`config.mk`:
```
export PLATFORM = sky130hd
export DESIGN_NAME = hz_fwd_unit
export DESIGN_NICKNAME = d
export VERILOG_FILES = /design/src/rtl/hz_pkg.sv /design/src/rtl/hz_fwd_sel.sv /design/src/rtl/hz_loaduse_det.sv /design/src/rtl/hz_stall_fsm.sv /design/src/rtl/hz_fwd_unit.sv
export SDC_FILE = /design/constraint.sdc
export NUM_CORES = 1
export LEC_CHECK = 0
export ABC_AREA = 0
export BUFFER_PORTS_ARGS = -buffer_cell sky130_fd_sc_hd__buf_2
export CAP_MARGIN = 20
export CORE_AREA = 2 2 39 41
export CTS_CLUSTER_SIZE = 10
export DETAILED_ROUTE_END_ITERATION = 10
export DIE_AREA = 0 0 41 43
export GPL_TIMING_DRIVEN = 0
export PLACE_DENSITY = 0.86
export SLEW_MARGIN = 20
export SYNTH_ARGS = -nofsm -noshare
export SYNTH_HDL_FRONTEND = slang
export SYNTH_SLANG_ARGS = --single-unit
```
`constraint.sdc`:
```
create_clock -name clk -period 2.1 [get_ports clk]
set_input_delay 0.21 -clock clk [delete_from_list [all_inputs] [get_ports clk]]
set_output_delay 0.21 -clock clk [all_outputs]
set_load 0.02 [all_outputs]
```
`src/rtl/hz_pkg.sv`:
```
package hz_pkg;
    localparam int NUM_SRC = 2;

    typedef enum logic [1:0] {
        FWD_NONE = 2'b00,
        FWD_WB   = 2'b01,
        FWD_MEM  = 2'b10
    } fwd_sel_e;

    typedef enum logic {
        ST_FLOW = 1'b0,
        ST_HOLD = 1'b1
    } hz_state_e;
endpackage

```
`src/rtl/hz_fwd_sel.sv`:
```
module hz_fwd_sel
    import hz_pkg::*;
#(
    parameter int REG_AW = 5
) (
    input  logic [REG_AW-1:0] src,
    input  logic [REG_AW-1:0] mem_rd,
    input  logic              mem_wen,
    input  logic [REG_AW-1:0] wb_rd,
    input  logic              wb_wen,
    output fwd_sel_e          sel
);
    logic mem_hit;
    logic wb_hit;

    always_comb begin
        mem_hit = mem_wen && (mem_rd != '0) && (mem_rd == src);
        wb_hit  = wb_wen  && (wb_rd  != '0) && (wb_rd  == src);
        if (mem_hit)      sel = FWD_MEM;   // nearer producer has the newer value
        else if (wb_hit)  sel = FWD_WB;
        else              sel = FWD_NONE;
    end
endmodule

```
`src/rtl/hz_loaduse_det.sv`:
```
module hz_loaduse_det
    import hz_pkg::*;
#(
    parameter int REG_AW = 5
) (
    input  logic [NUM_SRC-1:0][REG_AW-1:0] id_src,
    input  logic [REG_AW-1:0]              ex_rd,
    input  logic                           ex_wen,
    input  logic                           ex_mrd,
    output logic                           hit
);
    logic [NUM_SRC-1:0] src_hit;

    for (genvar g = 0; g < NUM_SRC; g++) begin : g_src
        assign src_hit[g] = (id_src[g] == ex_rd);
    end

    assign hit = ex_mrd && ex_wen && (ex_rd != '0) && (|src_hit);
endmodule

```
`src/rtl/hz_stall_fsm.sv`:
```
module hz_stall_fsm
    import hz_pkg::*;
(
    input  logic clk,
    input  logic rst_n,
    input  logic load_hit,
    output logic stall,
    output logic bubble
);
    hz_state_e state_q;
    hz_state_e state_d;

    always_ff @(posedge clk) begin
        if (!rst_n) state_q <= ST_FLOW;
        else        state_q <= state_d;
    end

    always_comb begin
        stall   = 1'b0;
        bubble  = 1'b0;
        state_d = state_q;
        unique case (state_q)
            ST_FLOW: begin
                if (rst_n && load_hit) begin
                    stall   = 1'b1;
                    bubble  = 1'b1;
                    state_d = ST_HOLD;
                end
            end
            ST_HOLD: begin
                state_d = ST_FLOW;
            end
            default: state_d = ST_FLOW;
        endcase
    end


    single_stall_chk: assert property (@(posedge clk) disable iff (!rst_n)
        stall |=> !stall);
endmodule

```
`src/rtl/hz_fwd_unit.sv`:
```
module hz_fwd_unit
    import hz_pkg::*;
#(
    parameter int REG_AW = 5
) (
    input  logic              clk,
    input  logic              rst_n,
    input  logic [REG_AW-1:0] id_rs1,
    input  logic [REG_AW-1:0] id_rs2,
    input  logic [REG_AW-1:0] ex_rs1,
    input  logic [REG_AW-1:0] ex_rs2,
    input  logic [REG_AW-1:0] ex_rd,
    input  logic              ex_wen,
    input  logic              ex_mrd,
    input  logic [REG_AW-1:0] mem_rd,
    input  logic              mem_wen,
    input  logic [REG_AW-1:0] wb_rd,
    input  logic              wb_wen,
    output logic [1:0]        fwd_a,
    output logic [1:0]        fwd_b,
    output logic              stall,
    output logic              bubble
);
    logic [NUM_SRC-1:0][REG_AW-1:0] ex_src;
    logic [NUM_SRC-1:0][REG_AW-1:0] id_src;
    fwd_sel_e [NUM_SRC-1:0]         sel;
    logic                           load_hit;

    assign ex_src = {ex_rs2, ex_rs1};
    assign id_src = {id_rs2, id_rs1};

    for (genvar g = 0; g < NUM_SRC; g++) begin : g_op
        hz_fwd_sel #(.REG_AW(REG_AW)) u_sel (
            .src    (ex_src[g]),
            .mem_rd (mem_rd),
            .mem_wen(mem_wen),
            .wb_rd  (wb_rd),
            .wb_wen (wb_wen),
            .sel    (sel[g])
        );
    end

    assign fwd_a = sel[0];
    assign fwd_b = sel[1];

    hz_loaduse_det #(.REG_AW(REG_AW)) u_det (
        .id_src(id_src),
        .ex_rd (ex_rd),
        .ex_wen(ex_wen),
        .ex_mrd(ex_mrd),
        .hit   (load_hit)
    );

    hz_stall_fsm u_fsm (
        .clk     (clk),
        .rst_n   (rst_n),
        .load_hit(load_hit),
        .stall   (stall),
        .bubble  (bubble)
    );


    mem_prio_chk: assert property (@(posedge clk) disable iff (!rst_n)
        (mem_wen && mem_rd != '0 && mem_rd == ex_rs1) |-> fwd_a == FWD_MEM);

    zero_src_chk: assert property (@(posedge clk) disable iff (!rst_n)
        (ex_rs2 == '0) |-> fwd_b == FWD_NONE);

    alu_nostall_chk: assert property (@(posedge clk) disable iff (!rst_n)
        !ex_mrd |-> !stall);

    bubble_pair_chk: assert property (@(posedge clk) disable iff (!rst_n)
        stall |-> (bubble && ex_wen && ex_rd != '0));
endmodule

```
# [Yosys cells after proc, flatten, opt, wreduce, memory -nomap -nowiden]
# Cells that the tools add are included.
[totals] regBits=1 output_inout_bits=6 elab_cells=29
[classes] n_eq_ne=6 mux=7 n_bitwise=1 reduce_logical=14
[op_table] cell="$eq A5 B5 Y1" n=6
[op_table] cell="$reduce_bool A5 Y1" n=3
[op_table] cell="$logic_and A1 B1 Y1" n=10
[op_table] cell="$mux W1" n=4
[op_table] cell="$mux W2" n=2
[op_table] cell="$pmux W1 S2" n=1
[op_table] cell="$reduce_or A2 Y1" n=1
[op_table] cell="$not A1 Y1" n=1

# [Logic depth before layout (Yosys ltp)]
[depth] ltp_word=6 depth_mapped=5 mapped_depth_nobuf=4

# [Cells and area by module]
# A second synthesis with hierarchy kept.
[hier_totals] hier_cells=63 area_unflattened_um2=495.5
[modules_own_cells] module="hz_fwd_sel" n_inst=2 cells_per_inst=21 area_per_inst_um2=158.9
[modules_own_cells] module="hz_loaduse_det" n_inst=1 cells_per_inst=17 area_per_inst_um2=132.6
[modules_own_cells] module="hz_stall_fsm" n_inst=1 cells_per_inst=4 area_per_inst_um2=45.0

# [Worst setup path after synthesis]
# Ideal clock, no wire load.
[synth_path] kind="in2out" from="input ex_rd[2]" to="output stall" arrival_time_ns=1.581 required_ns=1.890 path_slack_ns=0.309 cell_stages=5 n_path_buf=1 path_cell_list="xor2_1 -> nor3_1 -> nand3_1 -> a221oi_1 -> buf_4"
[synth_between] elab_chain_len=6 elab_cells_between_ends=9 classes_between="2 x eq/ne; 2 x mux; 5 x reduce/logical"
[synth_lines] item="start: declaration" line="hz_fwd_unit.sv:12" text="input logic [REG_AW-1:0] ex_rd,"
[synth_lines] item="$eq A5 B5 Y1 or $reduce_bool A5 Y1 (tied branches)" line="hz_loaduse_det.sv:15, hz_loaduse_det.sv:18"
[synth_lines] item="$reduce_or A2 Y1 or $logic_and A1 B1 Y1 (tied branches)" line="hz_loaduse_det.sv:18" text="assign hit = ex_mrd && ex_wen && (ex_rd != '0) && (|src_hit);"
[synth_lines] item="$logic_and A1 B1 Y1 *" line="hz_loaduse_det.sv:18"
[synth_lines] item="$logic_and A1 B1 Y1 *" line="hz_stall_fsm.sv:24" text="if (rst_n && load_hit) begin"
[synth_lines] item="$mux W1 * (2 in series)"
[synth_lines] item="end: declaration" line="hz_fwd_unit.sv:21" text="output logic stall,"
# Mark *: on every way between the ends. The rest lies on a longest branch, timed or not.

# [Worst setup path in the final report]
[layout_path] from="input mem_rd[1]" to="output fwd_a[0]"
[layout_between] elab_chain_len=4 elab_cells_between_ends=5 classes_between="1 x eq/ne; 1 x mux; 3 x reduce/logical"
[layout_lines] item="start: declaration" line="hz_fwd_unit.sv:15" text="input logic [REG_AW-1:0] mem_rd,"
[layout_lines] item="$reduce_bool A5 Y1" line="hz_fwd_sel.sv:17" text="mem_hit = mem_wen && (mem_rd != '0) && (mem_rd == src);"
[layout_lines] item="$logic_and A1 B1 Y1" line="hz_fwd_sel.sv:17"
[layout_lines] item="$logic_and A1 B1 Y1 *" line="hz_fwd_sel.sv:17"
[layout_lines] item="via g_op[0].u_sel.mem_hit" line="hz_fwd_sel.sv:13" text="logic mem_hit;"
[layout_lines] item="$mux W2 *" line="hz_fwd_sel.sv:19" text="if (mem_hit) sel = FWD_MEM;"
[layout_lines] item="end: declaration" line="hz_fwd_unit.sv:19" text="output logic [1:0] fwd_a,"
# The timed path passes the listed nets; every way through them passes the cells marked *.

==> flow_summary.toml <==
[status]
outcome = "completed"

[synthesis]
yosys.area.top_type = "xor2_1"
synth_most_common_cell = "xor2_1"
netlist_top_cells_area = "xor2_1 39%, xnor2_1 20%, or4_1 6.7%"
synth_cells = 55
synth_top_cell_area_share = 0.3911
ys_async_sr_fraction = 0
avgSynthCellArea_um2 = 8.144
ys_ff_latch = 1
ys_top_cells_by_count = "20 x xor2_1, 10 x xnor2_1, 4 x nand3_1, 4 x or4_1"
ys_seq_area_frac = 0.04469
yosys_warnings = 0
syn_nets = 96
netlist_area_um2 = 447.9
synth_edf_count = 0
ys.flop_type = "dfxtp_1"
yosysUniqueCellTypes = 13

[worst_setup_path]
worstSetupStartpoint = "mem_rd[1]"
startpoint_type = "input port"
cp_cell_sequence = "buf_2, or4_1, o21ai_1, nor4_1, nor4_2, buf_2"
r2r_cells = 2
timing.rr.end = "u_fsm.state_q"
path_class = "input port to primary output"
cp_max_fo = 3
reg2reg_from = "u_fsm.state_q"
cpMostUsedCell = "buf_2"
required_ps = 1890
cpPeakStageDelay_ps = 510
rrSetupSlack_ps = 1350
arrival_ps = 1580
crit_slowest_cell = "or4_1"
crit_path_end_kind = "primary output"

[timing]
setup_viol = 0
rsz0062_at_grt = "false"
period_needed_ps = 1790
finClkSkew_ps = 0
tns_ps = 0
relSlewSlack = 0.6684
period_share = 0.8525
report.final.slew_viol_count = 0
hold_viol_final = 0
holdWs_ps = 508.1
fmax_mhz = 558.6
tightestPinTransition_ps = 492.8

[flow_run]
maxCapViolCount = 0

[final_layout]
reg_top3 = "u_fsm.state_q: 1 flops"
top_register = "u_fsm.state_q"
drive_gt1_frac = 0.5050
syn2layout_area_growth_pct = 55.87
largest_reg_flops = 1
diodes = 0
fin_util = 0.5045
finish.net_count = 144
final_area_um2 = 698.2

[floorplan]
die_w_um = 41
initial_core_util = 0.3237
io_pins = 47
core_mm2 = 0.001384
num_rows = 14
die-area_mm2 = 0.001763
die_y_um = 43

[min_path]
worstHoldEndpoint = "u_fsm.state_q"
hp-start = "rst_n"
hold_path_depth = 3
holdCritPathClass = "input port to flip-flop"

[grt]
grt_util_all_layers = 0.1502
antenna_found_initial = 0
grt_max_degree = 4
grt_pass1_vias = 530
grt.overflow.total = 0
grt_pass1_wl_um = 1890

[pwr]
power_uw = 140.4
powerDensity_mw_per_mm2 = 201.1
ir_drop_uv = 99.41
p_leak_uw = 0.0003407

[cts]
postCtsSetupRepairBufs = 0
cts_hold_buffers = 0
clkTransAtPathRegs_ps = 0
post_cts_resized = 0
worstSkewPairLatency_ps = 0

[route]
via_count = 575
dr.pass1.iters = 1
route.detailed.drc = 0
postRouteAntennaNets = 0
routed_wl_um = 1313
viasPerCell = 4.915
drt_iter0_drc = 0
wl_per_cell_um = 11.22

[place]
placed_area_um2 = 698.2
post-dp-hpwl_um = 1237
portBuffers = 46
gp_congestion = 0.6663
[how the worst max path moves through the flow]
stage	to	slack, ps	depth (start not counted)
after global routing	fwd_a[0]	230	6
final	fwd_a[0]	310	6
after global placement	fwd_a[0]	340	6
after floorplan	stall	310	5
after CTS	fwd_a[0]	290	6
after detailed placement	fwd_a[0]	290	6
[placed cells by master (no fill, tap or decap)]
master | Yosys | routed
nor3_1 | 3 | 3
dfxtp_1 | 1 | 1
xor2_1 | 20 | 20
or4_1 | 4 | 4
nor2_1 | 1 | 1
xnor2_1 | 10 | 10
a221oi_1 | 2 | 2
buf_2 | 0 | 46
buf_4 | 3 | 3
o21ai_1 | 2 | 2
nand4b_1 | 1 | 1
nor4_2 | 2 | 2
nand3_1 | 4 | 4
nor4_1 | 2 | 2
[critical path, delay by kind of cell]
| kind | cells | cell delay [ps] |
|---|---|---|
| and+or+nand+nor | 3 | 880 |
| AOI/OAI and AO/OA | 1 | 180 |
| buffers and inverters | 2 | 320 |
[cells by family (layout without fill, tap and decap cells)]
family | after synthesis | count (layout) | synth area share
compound gates | 4 | 4 | 0.06146
buf+inv | 3 | 49 | 0.05028
flops | 1 | 1 | 0.04469
simple gates | 17 | 17 | 0.2570
xor+xnor | 30 | 30 | 0.5866
[power breakdown]
group          leakage [uW]  switching [uW]  internal [uW]  total [uW]
logic              0.000333            58.1           62.7         121
clock network             0               0              0           0
registers        0.00000806          0.0402           19.6        19.6
total              0.000341            58.1           82.3         140
[per-stage QoR]
| step | cells | setup WS, ps |
|---|---|---|
| after floorplan | 55 | 309.4 |
| after global placement | 117 | 335.4 |
| after detailed placement | 117 | 290.1 |
| after CTS | 117 | 293.7 |
| after global routing | 117 | 231.1 |
| final | 117 | 309.8 |
[cell type report]
type,instances,area (um2)
plain buffers,3,22.52
flip-flops and latches,1,20.02
well taps,16,20.02
multi-input cells,51,405.4
fillers,125,685.7
repair buffers,46,230.2
[layer usage]
layer	GRT usage	wire length (um)	up-vias
li1	-	-	288
met1	0.1083	431	243
met2	0.3625	718	44
met3	0	163	0
met4	0	0	0
met5	0	0	-
(Power assumes the default switching activity.)
